File: src/rtl/sap_pkg.sv
package sap_pkg;

  localparam int IR_W  = 4;
  localparam int ID_W  = 32;

  typedef enum logic [3:0] {
    S_RESET, S_IDLE,
    S_SEL_DR, S_CAP_DR, S_SH_DR, S_EX1_DR, S_PA_DR, S_EX2_DR, S_UPD_DR,
    S_SEL_IR, S_CAP_IR, S_SH_IR, S_EX1_IR, S_PA_IR, S_EX2_IR, S_UPD_IR
  } tap_state_t;

  typedef enum logic [1:0] {
    PATH_BYP,
    PATH_ID,
    PATH_BSR
  } dr_path_t;

  localparam logic [IR_W-1:0] OP_EXT    = 4'h0;
  localparam logic [IR_W-1:0] OP_SAMPLE = 4'h1;
  localparam logic [IR_W-1:0] OP_IDENT  = 4'h2;
  localparam logic [IR_W-1:0] OP_FLOAT  = 4'h3;
  localparam logic [IR_W-1:0] OP_HOLD   = 4'h8;
  localparam logic [IR_W-1:0] OP_BYPASS = 4'hF;

  localparam logic [IR_W-1:0] IR_CAPTURE = 4'b0001;

endpackage

File: src/rtl/sap_tap_fsm.sv
module sap_tap_fsm
  import sap_pkg::*;
(
  input  logic       tck,
  input  logic       trst_n,
  input  logic       tms,
  output tap_state_t state
);

  tap_state_t state_q, state_d;

  always_comb begin
    state_d = state_q;
    case (state_q)
      S_RESET:  state_d = tms ? S_RESET  : S_IDLE;
      S_IDLE:   state_d = tms ? S_SEL_DR : S_IDLE;
      S_SEL_DR: state_d = tms ? S_SEL_IR : S_CAP_DR;
      S_CAP_DR: state_d = tms ? S_EX1_DR : S_SH_DR;
      S_SH_DR:  state_d = tms ? S_EX1_DR : S_SH_DR;
      S_EX1_DR: state_d = tms ? S_UPD_DR : S_PA_DR;
      S_PA_DR:  state_d = tms ? S_EX2_DR : S_PA_DR;
      S_EX2_DR: state_d = tms ? S_UPD_DR : S_SH_DR;
      S_UPD_DR: state_d = tms ? S_SEL_DR : S_IDLE;
      S_SEL_IR: state_d = tms ? S_RESET  : S_CAP_IR;
      S_CAP_IR: state_d = tms ? S_EX1_IR : S_SH_IR;
      S_SH_IR:  state_d = tms ? S_EX1_IR : S_SH_IR;
      S_EX1_IR: state_d = tms ? S_UPD_IR : S_PA_IR;
      S_PA_IR:  state_d = tms ? S_EX2_IR : S_PA_IR;
      S_EX2_IR: state_d = tms ? S_UPD_IR : S_SH_IR;
      S_UPD_IR: state_d = tms ? S_SEL_DR : S_IDLE;
      default:  state_d = S_RESET;
    endcase
  end

  always_ff @(posedge tck or negedge trst_n) begin
    if (!trst_n) state_q <= S_RESET;
    else         state_q <= state_d;
  end

  assign state = state_q;

  // Reset state is sticky while TMS stays high
  assert_reset_sticky_R1: assert property (
    @(posedge tck) disable iff (!trst_n)
    (state_q == S_RESET && tms) |=> (state_q == S_RESET));

endmodule

File: src/rtl/sap_instr.sv
module sap_instr
  import sap_pkg::*;
(
  input  logic       tck,
  input  logic       trst_n,
  input  logic       tdi,
  input  tap_state_t state,
  output logic       ir_tdo,
  output dr_path_t   path,
  output logic       ext_drive,
  output logic       highz
);

  logic [IR_W-1:0] sh_q, sh_d;
  logic            sh_en;
  logic [IR_W-1:0] cur_q, cur_d;
  logic            cur_en;

  // Shift stage, rising edge
  always_comb begin
    sh_en = (state == S_CAP_IR) || (state == S_SH_IR);
    sh_d  = (state == S_CAP_IR) ? IR_CAPTURE : {tdi, sh_q[IR_W-1:1]};
  end

  always_ff @(posedge tck or negedge trst_n) begin
    if (!trst_n)    sh_q <= IR_CAPTURE;
    else if (sh_en) sh_q <= sh_d;
  end

  // Current instruction, falling edge
  always_comb begin
    cur_en = (state == S_UPD_IR) || (state == S_RESET);
    cur_d  = (state == S_RESET) ? OP_IDENT : sh_q;
  end

  always_ff @(negedge tck or negedge trst_n) begin
    if (!trst_n)     cur_q <= OP_IDENT;
    else if (cur_en) cur_q <= cur_d;
  end

  // Decode
  always_comb begin
    path      = PATH_BYP;
    ext_drive = 1'b0;
    highz     = 1'b0;
    case (cur_q)
      OP_EXT:    begin path = PATH_BSR; ext_drive = 1'b1; end
      OP_SAMPLE: path = PATH_BSR;
      OP_IDENT:  path = PATH_ID;
      OP_FLOAT:  highz = 1'b1;
      OP_HOLD:   ext_drive = 1'b1;
      default:   path = PATH_BYP;
    endcase
  end

  assign ir_tdo = sh_q[0];

  assert_capture_pattern_R3: assert property (
    @(posedge tck) disable iff (!trst_n)
    (state == S_CAP_IR) |=> (sh_q[1:0] == 2'b01));

  // Sampled state is the state held during the falling edge just passed
  assert_instr_only_on_update_R4: assert property (
    @(posedge tck) disable iff (!trst_n)
    (state != S_UPD_IR && state != S_RESET) |-> $stable(cur_q));

endmodule

File: src/rtl/sap_data_regs.sv
module sap_data_regs
  import sap_pkg::*;
#(
  parameter int          NUM_IN  = 6,
  parameter int          NUM_IO  = 4,
  parameter logic [31:0] ID_WORD = 32'h0000_0001
) (
  input  logic              tck,
  input  logic              trst_n,
  input  logic              tdi,
  input  tap_state_t        state,
  input  dr_path_t          path,
  input  logic [NUM_IN-1:0] pad_in,
  input  logic [NUM_IO-1:0] io_pad_in,
  output logic              dr_tdo,
  output logic [NUM_IO-1:0] upd_io
);

  localparam int BSR_LEN = NUM_IN + NUM_IO;

  logic capture, shifting;
  assign capture  = (state == S_CAP_DR);
  assign shifting = (state == S_SH_DR);

  // Bypass stage
  logic byp_q, byp_d, byp_en;
  always_comb begin
    byp_en = (path == PATH_BYP) && (capture || shifting);
    byp_d  = shifting ? tdi : 1'b0;
  end
  always_ff @(posedge tck or negedge trst_n) begin
    if (!trst_n)     byp_q <= 1'b0;
    else if (byp_en) byp_q <= byp_d;
  end

  // Identification word
  logic [ID_W-1:0] id_q, id_d;
  logic            id_en;
  always_comb begin
    id_en = (path == PATH_ID) && (capture || shifting);
    id_d  = capture ? ID_WORD : {tdi, id_q[ID_W-1:1]};
  end
  always_ff @(posedge tck or negedge trst_n) begin
    if (!trst_n)    id_q <= ID_WORD;
    else if (id_en) id_q <= id_d;
  end

  // Boundary cells
  logic [BSR_LEN-1:0] bsr_q, bsr_d, cap_vec, shin;
  logic               bsr_en;
  assign cap_vec = {io_pad_in, pad_in};

  for (genvar i = 0; i < BSR_LEN; i++) begin : g_cell
    if (i == BSR_LEN - 1) begin : g_top
      assign shin[i] = tdi;
    end else begin : g_mid
      assign shin[i] = bsr_q[i+1];
    end
    assign bsr_d[i] = capture ? cap_vec[i] : shin[i];
  end

  assign bsr_en = (path == PATH_BSR) && (capture || shifting);

  always_ff @(posedge tck or negedge trst_n) begin
    if (!trst_n)     bsr_q <= '0;
    else if (bsr_en) bsr_q <= bsr_d;
  end

  // Update latches for the bidirectional cells, falling edge
  logic [NUM_IO-1:0] upd_q;
  logic              upd_en;
  assign upd_en = (state == S_UPD_DR) && (path == PATH_BSR);

  always_ff @(negedge tck or negedge trst_n) begin
    if (!trst_n)     upd_q <= '0;
    else if (upd_en) upd_q <= bsr_q[BSR_LEN-1:NUM_IN];
  end

  assign upd_io = upd_q;

  always_comb begin
    case (path)
      PATH_ID:  dr_tdo = id_q[0];
      PATH_BSR: dr_tdo = bsr_q[0];
      default:  dr_tdo = byp_q;
    endcase
  end

  assert_bypass_captures_zero_R5: assert property (
    @(posedge tck) disable iff (!trst_n)
    (capture && path == PATH_BYP) |=> (byp_q == 1'b0));

  assert_update_only_in_upd_dr_R11: assert property (
    @(posedge tck) disable iff (!trst_n)
    (state != S_UPD_DR) |-> $stable(upd_q));

endmodule

File: src/rtl/scan_access_port.sv
module scan_access_port
  import sap_pkg::*;
#(
  parameter int          NUM_IN     = 6,
  parameter int          NUM_IO     = 4,
  parameter logic [3:0]  ID_VERSION = 4'h0,
  parameter logic [15:0] ID_PART    = 16'h0437,
  parameter logic [10:0] ID_MAKER   = 11'h033
) (
  input  logic              tck,
  input  logic              trst_n,
  input  logic              tms,
  input  logic              tdi,
  output logic              tdo,
  output logic              tdo_oe,
  input  logic [NUM_IN-1:0] pad_in,
  input  logic [NUM_IO-1:0] io_pad_in,
  input  logic [NUM_IO-1:0] core_io_out,
  output logic [NUM_IO-1:0] pad_out,
  output logic              pad_oe,
  output logic              test_sel
);

  localparam logic [31:0] ID_WORD = {ID_VERSION, ID_PART, ID_MAKER, 1'b1};

  tap_state_t        state;
  dr_path_t          path;
  logic              ir_tdo, dr_tdo, ext_drive, highz;
  logic [NUM_IO-1:0] upd_io;

  sap_tap_fsm u_fsm (
    .tck    (tck),
    .trst_n (trst_n),
    .tms    (tms),
    .state  (state)
  );

  sap_instr u_instr (
    .tck       (tck),
    .trst_n    (trst_n),
    .tdi       (tdi),
    .state     (state),
    .ir_tdo    (ir_tdo),
    .path      (path),
    .ext_drive (ext_drive),
    .highz     (highz)
  );

  sap_data_regs #(
    .NUM_IN  (NUM_IN),
    .NUM_IO  (NUM_IO),
    .ID_WORD (ID_WORD)
  ) u_dregs (
    .tck       (tck),
    .trst_n    (trst_n),
    .tdi       (tdi),
    .state     (state),
    .path      (path),
    .pad_in    (pad_in),
    .io_pad_in (io_pad_in),
    .dr_tdo    (dr_tdo),
    .upd_io    (upd_io)
  );

  // Serial output, falling edge
  logic tdo_q, tdo_d, oe_q, oe_d;
  always_comb begin
    oe_d  = (state == S_SH_IR) || (state == S_SH_DR);
    tdo_d = !oe_d ? 1'b0 : ((state == S_SH_IR) ? ir_tdo : dr_tdo);
  end

  always_ff @(negedge tck or negedge trst_n) begin
    if (!trst_n) begin
      tdo_q <= 1'b0;
      oe_q  <= 1'b0;
    end else begin
      tdo_q <= tdo_d;
      oe_q  <= oe_d;
    end
  end

  assign tdo      = tdo_q;
  assign tdo_oe   = oe_q;
  assign test_sel = ext_drive;
  assign pad_oe   = !highz;
  assign pad_out  = ext_drive ? upd_io : core_io_out;

  assert_tdo_enable_in_shift_R12: assert property (
    @(posedge tck) disable iff (!trst_n)
    tdo_oe == ((state == S_SH_IR) || (state == S_SH_DR)));

endmodule

File: config.mk
export PLATFORM = sky130hd
export DESIGN_NAME = scan_access_port
export DESIGN_NICKNAME = d
export VERILOG_FILES = /design/src/rtl/sap_pkg.sv /design/src/rtl/sap_tap_fsm.sv /design/src/rtl/sap_instr.sv /design/src/rtl/sap_data_regs.sv /design/src/rtl/scan_access_port.sv
export SDC_FILE = /design/constraint.sdc
export NUM_CORES = 1
export LEC_CHECK = 0
export ABC_AREA = 1
export ABC_CLOCK_PERIOD_IN_PS = 1600
export CORE_UTILIZATION = 30
export DETAILED_ROUTE_END_ITERATION = 16
export DONT_BUFFER_PORTS = 1
export GPL_ROUTABILITY_DRIVEN = 0
export PLACE_DENSITY = 0.46
export SLEW_MARGIN = 10
export SYNTH_ARGS = -nofsm -noshare
export SYNTH_HDL_FRONTEND = slang
export SYNTH_SLANG_ARGS = --single-unit
File: constraint.sdc
create_clock -name tck -period 1.6 [get_ports tck]
set_input_delay 0.16 -clock tck [delete_from_list [all_inputs] [get_ports tck]]
set_output_delay 0.16 -clock tck [all_outputs]
set_load 0.05 [all_outputs]
Yosys cells after proc, flatten, opt, wreduce, memory -nomap -nowiden
Index checks and enable logic that the tools add are counted.
- register bits: 61
- output and inout bits: 8
- equality and inequality tests: 21
- muxes and demuxes: 34
- reductions and logical operators: 17
- operators with widths (operator ; number):
    4-bit one-hot mux with 12 select lines ; 1
    4-bit == test (second input constant) ; 9
    32-bit 2-to-1 mux ; 1
    4-bit 2-to-1 mux ; 7
    1-bit 2-to-1 mux ; 18
    4-bit by 2-bit == test with 1-bit output (second input constant) ; 4
    4-bit by 3-bit == test with 1-bit output (second input constant) ; 4
    4-bit by 1-bit == test with 1-bit output (second input constant) ; 2
    4-bit logical NOT ; 2
    2-bit OR reduction ; 4
    2-bit 2-to-1 mux ; 3
    3-bit 2-to-1 mux ; 2
    1-bit logical AND ; 4
    1-bit logical OR ; 4
    2-bit one-hot mux with 2 select lines ; 1
    3-bit OR reduction ; 1
    2-bit by 1-bit == test with 1-bit output (second input constant) ; 1
    2-bit == test (second input constant) ; 1
    2-bit logical NOT ; 1
    1-bit one-hot mux with 2 select lines ; 1
    1-bit logical NOT ; 1

Logic depth before layout (Yosys ltp)
Gate-level depths: netlist of run 1.
- word-level depth: 7
- mapped depth: 9
- depth with buffers taken out: 9

Cells and area by module
Synthesis of run 1 repeated with hierarchy kept, for this count alone.
- cell total of the unflattened synthesis: 410
- area total of the unflattened synthesis: 3171.8 µm²
- modules (own cells, without submodules) (module ; instances ; cells an instance ; area an instance (µm²) ; seq. area each (µm²)):
    sap_data_regs ; 1 ; 281 ; 2263.4 ; 1189.9
    sap_instr ; 1 ; 53 ; 417.9 ; 202.7
    sap_tap_fsm ; 1 ; 55 ; 335.3 ; 100.1
    scan_access_port ; 1 ; 21 ; 155.1 ; 50.0

==> summary.txt, run 1 <==
Run status
  • Run status: finished with violations
  • Failing checks: setup timing

CTS
  • CTS tree: yes
  • Register clock-pin slew on the reported worst setup and hold paths: roughly 70 ps
  • Clock buffer depth: 2
  • Clock root buffer: clkbuf_8
  • H-Tree Depth: 3
  • Sink Count: 61
  • Clock Latency Late Sink: ~370 ps
  • Number of buffers created by CTS: 9

Drt
  • Vias: about 2,500
  • DR iter-0 viols: around 130
  • Routed Antenna Nets: 0
  • Final WL: slightly below 7000 µm
  • DRC viols: 0
  • First-pass DRT Iterations: 4
  • Routed len/inst: 12.4 µm
  • Via density: about 4.5

Global route
  • First-pass GRT wire length: roughly 12,000 µm
  • Global route overflow: 0
  • Initial antenna violation count: 0
  • Pin count of the biggest net entering global routing: 52
  • Total track usage: roughly 15%
  • Via count of the first global-routing pass: between 2,000 and 2,500

Logic synthesis
  • Dominant cell type by area after synthesis: dfrtp_1
  • Post-synth top cells: nand2_1, dfrtp_1, inv_1, o21ai_2, nor2_1
  • Distinct cells, synth: 28
  • Yosys Warn Count: 0
  • Synth Area in Compound Gates: between 10% and 20%
  • Seq/Total Area, Yosys: about half
  • Synth top area share: 32.8%
  • Most common cell in the netlist: nand2_1
  • FF+latch count, synth: 61
  • Xor and xnor fraction of the mapped netlist area: 0%
  • Cells after Synth: between 300 and 400
  • Async SR Flop Fraction: 100%
  • Post-synth net total: roughly 380
  • Largest cells by area after synthesis: dfrtp_1, nand2_1, dfstp_2
  • Largest family of logic cells by synthesized area: simple AND/OR/NAND/NOR gates
  • Mapped cell area: approximately 0.0030 mm²
  • Synth Flop Type: dfrtp_1
  • Mux cell area share after synthesis: 0.337%
  • Share of synthesized cell area in full adder, half adder and majority cells: between 1 and 1.5%
  • Synth Area in Simple Gates: 27.1%
  • Post-synthesis area per instance: ~8 µm²
  • Post-synth EDFFs: 0

Timing
  • RSZ-0062 raised after global routing: yes
  • Max-slew headroom: 76.9%
  • Final setup viols: 61
  • Final Skew: roughly 50 ps
  • Final WS setup: -883 ps
  • Worst-margin pin slew: 342 ps
  • Fin. Hold Viols: 0
  • Final Max Tran Viols: 0

Floorplanning
  • Initial core utilization: between 30% and 40%
  • Core region area: between 0.009 and 0.01 mm²
  • I/O pins: 26
  • Die X: around 100 µm
  • # rows: 35
  • Die H: between 100 and 150 µm
  • DIE AREA: roughly 0.010 mm²

Pwr
  • Leakage: just over 2 nW
  • Power density over the cells: ~1800 mW/mm²
  • Maximum vdd drop: about 0.6 mV
  • Pwr Total: approximately 7.9 mW

Place
  • Placed Area: 0.00367 mm²
  • Port buffer count: 0
  • HPWL after detailed placement: ~4600 µm

Final layout
  • Design Area, Final: 0.00439 mm²
  • Register area: between 0.0015 and 0.002 mm²
  • Fin util: ~47%
  • Final nets: 445
  • Fillers: between 900 and 1,000
  • Synth-to-Final Area Change: 47.6%
  • Layout cells sized above 1: between 40% and 50%
  • Antenna diodes: 0
  • Multi-input gate area: ~0.0016 mm²

Setup path
  • WS Path Type: reg2reg
  • Worst Setup Start Kind: flip-flop
  • Crit Path Max Fanout: 20
  • Type of destination of the critical path: flip-flop
  • Required time of the critical path: about 1800 ps
  • Worst path arrival time: 2710 ps

Run
  • Max_cap viols: 0

Hold path
  • Worst hold path type: in2reg
-- final cells by class --
| cell class | instances | share of cell area (%) |
|---|---|---|
| multi-input combinational | 258 | 36.7 |
| sequential | 61 | 35.2 |
| timing repair buffer | 62 | 14.8 |
| tap | 129 | 3.68 |
| clock inverter | 8 | 3.39 |
| inverter | 30 | 2.99 |
| clock buffer | 9 | 2.82 |
| timing repair inverter | 1 | 0.371 |
-- final timing paths --
check / startpoint / endpoint / slack (ps) / cells after the start
setup / recovery: u_instr.cur_q[1] / u_dregs.id_q[7] / -880 / 9
hold / removal: pad_in[1] / u_dregs.bsr_q[1] / 30 / 4
setup reg to reg: u_instr.cur_q[1] / u_dregs.id_q[7] / -880 / 9
hold reg to reg: u_dregs.upd_io[2] / u_dregs.upd_io[2] / 450 / 2
max in group asynchronous: trst_n / u_dregs.id_q[16] / 950 / 2
min in group asynchronous: trst_n / u_dregs.upd_io[0] / 220 / 0
-- registers in the layout (all words and copies together) (netlist names) --
| signal | flops |
|---|---|
| u_instr.sh_q | 4 |
| u_fsm.state | 4 |
| u_dregs.id_q | 32 |
| u_dregs.byp_q | 1 |
| u_dregs.bsr_q | 10 |
| u_dregs.upd_io | 4 |
| tdo | 1 |
| u_instr.cur_q | 4 |
| tdo_oe | 1 |
-- cell usage in the layout (no fill, tap or decap), types with 2 or more instances in the layout --
| cell type | synthesis | final |
|---|---|---|
| clkbuf_8 | 0 | 9 |
| clkinvlp_4 | 0 | 2 |
| inv_6 | 0 | 2 |
| nand2_8 | 0 | 3 |
| nand3_4 | 0 | 3 |
| nand2_2 | 2 | 45 |
| inv_2 | 1 | 5 |
| dfstp_2 | 13 | 13 |
| dfrtn_1 | 9 | 9 |
| inv_1 | 29 | 21 |
| buf_4 | 1 | 38 |
| nor2_1 | 24 | 19 |
| bufinv_16 | 0 | 4 |
| nor2_4 | 0 | 5 |
| buf_16 | 0 | 2 |
| o21ai_0 | 11 | 6 |
| buf_12 | 0 | 7 |
| nand2_1 | 156 | 99 |
| ha_4 | 0 | 3 |
| o21ai_1 | 5 | 9 |
| o22ai_1 | 5 | 4 |
| nor2_2 | 2 | 2 |
| dfrtp_1 | 39 | 36 |
| inv_4 | 0 | 3 |
| buf_6 | 5 | 11 |
| dfrtp_2 | 0 | 3 |
| nand3_2 | 0 | 2 |
| dlygate4sd3_1 | 0 | 3 |
| nand3_1 | 12 | 7 |
| nand2_4 | 2 | 13 |
| o21ai_2 | 27 | 28 |
| nand4_1 | 3 | 3 |
-- routing by layer --
| metal | global-route usage [%] | wire (µm) |
|---|---|---|
| met5 | 0 | 0 |
| met4 | 6.69 | 80 |
| met3 | 2.62 | 207 |
| met2 | 22.8 | 3110 |
| met1 | 22.1 | 3520 |
-- report_power, final --
part	leakage [nW]	total [mW]	internal, mW	switching [mW]
sequential	0.740	2.55	2.16	0.384
combinational	1.16	3.52	1.55	1.97
clock	0.136	1.88	1.21	0.673
-- cell families (layout without fill, tap and decap cells) --
group,Yosys count,in the layout
simple gates,202,202
flops,61,61
compound gates,52,52
buf+inv,42,110
fa+ha+maj,3,3
mux,1,1
-- critical path: stages, from the launching register on --
cell and delay [ps]:
dfstp_2 540, inv_2 50, buf_6 110, nor3_4 160, buf_6 130, ha_4 160
nand2_8 90, buf_12 180, nand2_2 70, o21ai_2 50
-- per-stage QoR --
| step | setup slack, ps | instances | hold slack, ps | setup TNS [ps] |
|---|---|---|---|---|
| after floorplan | -629 | 361 | -136 | -30190 |
| after global placement | -719 | 522 | -132 | -34200 |
| after detailed placement | -759 | 522 | -132 | -36430 |
| after CTS | -876 | 554 | 6.74 | -43910 |
| after global routing | -958 | 558 | 24.6 | -48390 |
| final | -883 | 558 | 30.6 | -44480 |
-- repair_timing --
| action | in CTS | in global routing |
|---|---|---|
| setup buffers | 10 | 4 |
| endpoints found under the setup margin | 61 | 61 |
| pin swaps | 30 | 8 |
| gates cloned | 2 | 0 |
| hold buffers | 4 | 0 |
| hold endpoints to repair | 56 | 0 |
| gates resized for setup | 38 | 25 |
Note: power is estimated with default switching activity, not from simulation.
==> run 2: changes to the inputs <==
Settings changed: ABC_AREA 1 to unset.
==> run 2 against run 1 <==
The run still ends with setup timing left. Sequential power grew 6%. Clock skew shrank 2.1 ps. Count of clock-buffer cells in the layout is the same. Sequential share of layout area shrank 0.19 points. Flip-flop and latch count is the same. Largest cell class is now sequential cells. Largest power group unchanged.
==> summary.txt, run 2 <==
Run status
  • Run status: finished with violations
  • Failing checks: setup timing

Drt
  • Final WL: 6920 µm
  • Uppermost layer routed: met4
  • Met2 wire len: about 3300 µm
  • DRC viols: 0
  • Routed Antenna Nets: 0
  • Vias: about 2,300
  • Routed len/inst: ~14 µm
  • First-pass DRT Iterations: 4
  • DR iter-0 viols: 54
  • WL met1: 3320 µm
  • WL met3: roughly 180 µm
  • Via density: 4.64

Final layout
  • Synth-to-Final Area Change: 52.3%
  • Most frequent cells in the layout: nand2_1, dfrtp_1, buf_4, o21ai_1, o21ai_2
  • Fillers: 891
  • Layout cells sized above 1: a little under half
  • Biggest regs: u_dregs.id_q (32), u_dregs.bsr_q (10)
  • Final nets: 389
  • Most common cell after layout, fill and taps aside: nand2_1
  • Biggest register: u_dregs.id_q
  • Antenna diodes: 0
  • Max reg flops: 32
  • Design Area, Final: around 0.0044 mm²

Setup path
  • Type of destination of the critical path: output port
  • Worst path arrival time: 2450 ps
  • Crit-path most repeated cell: buf_6
  • Slowest-stage cell, CP: dfstp_2
  • R2r setup slk: -880 ps
  • WS Path Type: reg2out
  • Required time of the critical path: approximately 1400 ps
  • CP max stage delay: between 500 and 600 ps
  • Worst Setup Start Kind: flip-flop
  • Crit Path Max Fanout: 5
  • Worst path cell trace: buf_6 -> buf_6 -> nor3_4 -> buf_6 -> mux2_4

CTS
  • Clock root buffer: clkbuf_8
  • CTS tree: yes
  • Sink Count: 61
  • Clock buffer depth: 2
  • Clock Latency Late Sink: 370 ps
  • H-Tree Depth: 3
  • Number of buffers created by CTS: 9
  • Register clock-pin slew on the reported worst setup and hold paths: around 80 ps

Floorplanning
  • Core region area: 0.00928 mm²
  • # rows: 35
  • I/O pins: 26
  • Initial core utilization: a little under a third
  • Die H: ~100 µm
  • DIE AREA: around 0.010 mm²
  • Die X: approximately 100 µm

Place
  • Port buffer count: 0
  • Placed Area: roughly 0.0034 mm²
  • HPWL after detailed placement: around 4000 µm

Logic synthesis
  • Seq/Total Area, Yosys: 53.4%
  • Distinct cells, synth: 42
  • FF+latch count, synth: 61
  • Cells after Synth: between 300 and 400
  • Post-synth EDFFs: 0
  • Post-synth top cells: nand2_1, dfrtp_1, o21ai_1, nor2_1, o21ai_0
  • Async SR Flop Fraction: between 90% and 100%
  • Yosys Warn Count: 0
  • Most common cell in the netlist: nand2_1
  • Post-synthesis area per instance: between 9 and 10 µm²
  • Synth Flop Type: dfrtp_1
  • Synth top area share: about a third
  • Post-synth net total: about 330
  • Dominant cell type by area after synthesis: dfrtp_1
  • Mapped cell area: 0.00289 mm²
  • Largest cells by area after synthesis: dfrtp_1, dfstp_2, nand2_1

Run
  • Max_cap viols: 0

Global route
  • Total track usage: 14.3%
  • Global route overflow: 0
  • First-pass GRT wire length: between 10,000 and 15,000 µm
  • Initial antenna violation count: 0
  • Pin count of the biggest net entering global routing: 52
  • Via count of the first global-routing pass: 2,290

Pwr
  • Internal power: 5.76 mW
  • Reg power frac: roughly 29%
  • Pwr Total: just over 9 mW
  • Switching Share: 37.7%
  • Combinational Power Share: a little under three fifths
  • Net Sw Power: ~3.5 mW
  • Power density over the cells: between 2000 and 2500 mW/mm²
  • Leakage: around 1.9 nW
  • Clock group share of total power: approximately 15%
  • Maximum vdd drop: 0.862 mV

Timing
  • Worst-margin pin slew: approximately 320 ps
  • Final Max Tran Viols: 0
  • Final setup viols: 61
  • Final hold slack: approximately 14 ps
  • Max-slew headroom: between 70% and 80%
  • RSZ-0062 raised after global routing: yes
  • Final WS setup: -1010 ps
  • Final Skew: 48.4 ps
  • Fin. Hold Viols: 0

Hold path
  • Worst hold path type: in2reg
[run 2: worst paths after layout]
| kind | startpoint | endpoint | depth (start not counted) |
|---|---|---|---|
| min in group asynchronous | trst_n | tdo_oe | 0 |
| setup / recovery | u_instr.cur_q[1] | pad_out[2] | 5 |
| max in group asynchronous | trst_n | u_dregs.id_q[0] | 2 |
| hold / removal | tdi | u_dregs.bsr_q[9] | 2 |
| setup reg to reg | u_instr.cur_q[1] | u_dregs.id_q[29] | 9 |
| hold reg to reg | u_dregs.upd_io[2] | u_dregs.upd_io[2] | 1 |
[run 2: area by class of cell]
type | instances | area (µm²) | area share [%]
flip-flops and latches | 61 | 1540 | 35.0
multi-input cells | 216 | 1520 | 34.6
repair buffers | 73 | 951 | 21.6
well taps | 129 | 161 | 3.67
inverters | 6 | 22.5 | 0.512
clock inverters | 8 | 77.6 | 1.76
clock buffers | 9 | 124 | 2.81
[run 2: repair_timing]
item                                    CTS  global route
pin swaps                                10            18
hold endpoints to repair                 62             0
endpoints found under the setup margin   61            61
setup buffers                             9             4
gates cloned                              4             6
hold buffers                              8             0
gates resized for setup                  33            51
[run 2: worst max-delay path: cells and delay by family, from the launching register on]
family / cells / cell delay (ps)
AND/OR/NAND/NOR: 1 / 30
flip-flops: 1 / 520
multiplexers: 1 / 380
buffers and inverters: 3 / 330
[run 2: metrics by stage]
| step | TNS [ps] | setup slack [ps] | util (%) | instances |
|---|---|---|---|---|
| floorplan | -39310 | -815 | - | 305 |
| global placement | -39110 | -748 | 37.1 | 456 |
| detailed placement | -39040 | -756 | 37.1 | 456 |
| CTS | -45900 | -1020 | 43.7 | 493 |
| global route | -50230 | -1070 | 47.4 | 502 |
| finish | -45950 | -1010 | 47.4 | 502 |
[run 2: layer usage]
layer | up-vias | global-route usage [%]
li1 | 1168 | -
met1 | 1133 | 19.1
met2 | 20 | 22.3
met3 | 9 | 3.62
met4 | 0 | 5.69
met5 | - | 0
[run 2: power groups by stage]
stage,sequential (mW),clock (mW),combinational (mW)
6_report,2.71,1.39,5.14
3_3_place_gp,2.64,0.00782,3.47
2_1_floorplan,2.64,0.00782,2.49
5_1_grt,2.79,1.49,5.59
3_5_place_dp,2.64,0.00782,3.52
4_1_cts,2.66,1.43,4.50
[run 2: cells by family (layout without fill, tap and decap cells)]
| group | after synthesis | after routing | share of synthesized area [%] |
|---|---|---|---|
| buf+inv | 28 | 96 | 5.54 |
| fa+ha+maj | 3 | 3 | 1.30 |
| compound gates | 74 | 74 | 14.7 |
| xor+xnor | 1 | 1 | 0.303 |
| flops | 61 | 61 | 53.4 |
| mux | 18 | 18 | 6.58 |
| simple gates | 120 | 120 | 18.2 |
==> run 3: changes to the inputs <==
Settings changed: GPL_TIMING_DRIVEN set to 0, PLACE_DENSITY 0.46 to unset.
==> run 3 against run 2 <==
The run still ends with setup timing left. Critical path depth shrank 3. Setup slack worse by 220 ps. Combinational power shrank 22%. Total power decreased by 8.9%. Critical path type unchanged.
==> summary.txt, run 3 (same netlist as run 2, synthesis figures left out) <==
Run status
  • Run status: finished with violations
  • Failing checks: setup timing

Pwr
  • Maximum vdd drop: about 1 mV
  • Power density over the cells: between 2000 and 2500 mW/mm²
  • Leakage: about 1.7 nW

Drt
  • Final WL: 6690 µm
  • Vias: about 2,300
  • DR iter-0 viols: approximately 160
  • First-pass DRT Iterations: 4
  • Routed len/inst: ~14 µm
  • Via density: ~4.8
  • Routed Antenna Nets: 0
  • DRC viols: 0

Setup path
  • Type of destination of the critical path: output port
  • Worst path arrival time: 2660 ps
  • Required time of the critical path: ~1400 ps
  • Crit Path Max Fanout: 5
  • WS Path Type: reg2out
  • Worst Setup Start Kind: flip-flop

Timing
  • RSZ-0062 raised after global routing: yes
  • Worst-margin pin slew: 792 ps
  • Final Skew: around 46 ps
  • Final WS setup: -1220 ps
  • Max-slew headroom: 47.0%
  • Final hold slack: between 9 and 10 ps
  • Final Max Tran Viols: 0
  • Final setup viols: 61
  • TNS Setup: -57,260 ps
  • Fin. Hold Viols: 0

Floorplanning
  • # rows: 35
  • I/O pins: 26
  • Die H: around 100 µm
  • DIE AREA: roughly 0.010 mm²
  • Core region area: ~0.0093 mm²
  • Die X: 100 µm
  • Initial core utilization: between 30 and 40%

Place
  • HPWL after detailed placement: 3840 µm
  • Placed insts: approximately 430
  • Placed Area: about 0.0032 mm²
  • Port buffer count: 0

Final layout
  • Synth-to-Final Area Change: 35.8%
  • Final cell count without fillers: roughly 500
  • Most common cell after layout, fill and taps aside: nand2_1
  • Final nets: between 300 and 400
  • Biggest register: u_dregs.id_q
  • Most frequent cells in the layout: nand2_1, dfrtp_1, o21ai_1, buf_6, buf_4
  • Max reg flops: 32
  • Layout cells sized above 1: between 30% and 40%
  • Biggest regs: u_dregs.id_q (32), u_dregs.bsr_q (10)
  • Design Area, Final: approximately 0.0039 mm²
  • Antenna diodes: 0
  • Fin util: between 40% and 50%

CTS
  • Register clock-pin slew on the reported worst setup and hold paths: approximately 70 ps
  • Clock root buffer: clkbuf_8
  • H-Tree Depth: 3
  • Clock buffer depth: 2
  • CTS tree: yes
  • Clock Latency Late Sink: 370 ps
  • Sink Count: 61
  • Number of buffers created by CTS: 9

Global route
  • Total track usage: roughly 14%
  • Initial antenna violation count: 0
  • First-pass GRT wire length: 11,400 µm
  • Pin count of the biggest net entering global routing: 52
  • Via count of the first global-routing pass: 2,392
  • Global route overflow: 0

Run
  • Max_cap viols: 0

Hold path
  • Worst hold path type: in2reg
==> run 3: layout make-up <==
type                       count  area [µm²]
inverter                       6        22.5
timing repair buffer          38         368
tap                          129         161
clock buffer                  12         145
clock inverter                 5        98.8
multi-input combinational    217        1400
buffer                        20         189
sequential                    61        1540
fill                         914        5360
==> run 3: routing by layer <==
layer	track usage, %	wire (µm)	up-vias
met5	0	0	-
met3	4.04	327	16
met1	18.4	2980	1135
met2	22.3	3220	52
li1	-	-	1130
met4	7.58	159	0
==> run 3: where the power goes <==
group	internal [mW]	switching, mW
sequential	2.26	0.464
combinational	1.94	2.06
clock	1.08	0.616
total	5.28	3.14
==> run 3: path summary, 6_finish.rpt <==
path                                    from                end  slack [ps]  cells past startpoint
min reg2reg                u_dregs.upd_io[2]  u_dregs.upd_io[2]         460                      1
min in group asynchronous             trst_n   u_instr.cur_q[3]         210                      0
max reg2reg                 u_instr.cur_q[1]    u_dregs.id_q[4]       -1110                     10
max                         u_instr.cur_q[2]         pad_out[3]       -1220                      2
max in group asynchronous             trst_n   u_dregs.id_q[22]         970                      2
min                                pad_in[1]   u_dregs.bsr_q[1]           9                      2
==> run 3: worst max-delay path, cell delays in order, from the launching register on <==
cell and delay, ps:
dfrtn_1 450, nor3_4 650, mux2_4 440
==> run 3: metrics by stage <==
step	power, mW	setup slack [ps]
after floorplan	5.14	-815
after global placement	5.62	-877
after detailed placement	5.71	-891
after CTS	8.17	-1230
after global routing	9.03	-1280
final	8.42	-1220
==> run 3: repair_timing <==
action	4_1_cts	5_1_grt
pin swaps	12	7
endpoints found under the setup margin	61	61
hold endpoints to repair	54	0
cloned	8	0
hold buffers	3	0
setup buffers	21	9
resized for setup	30	20
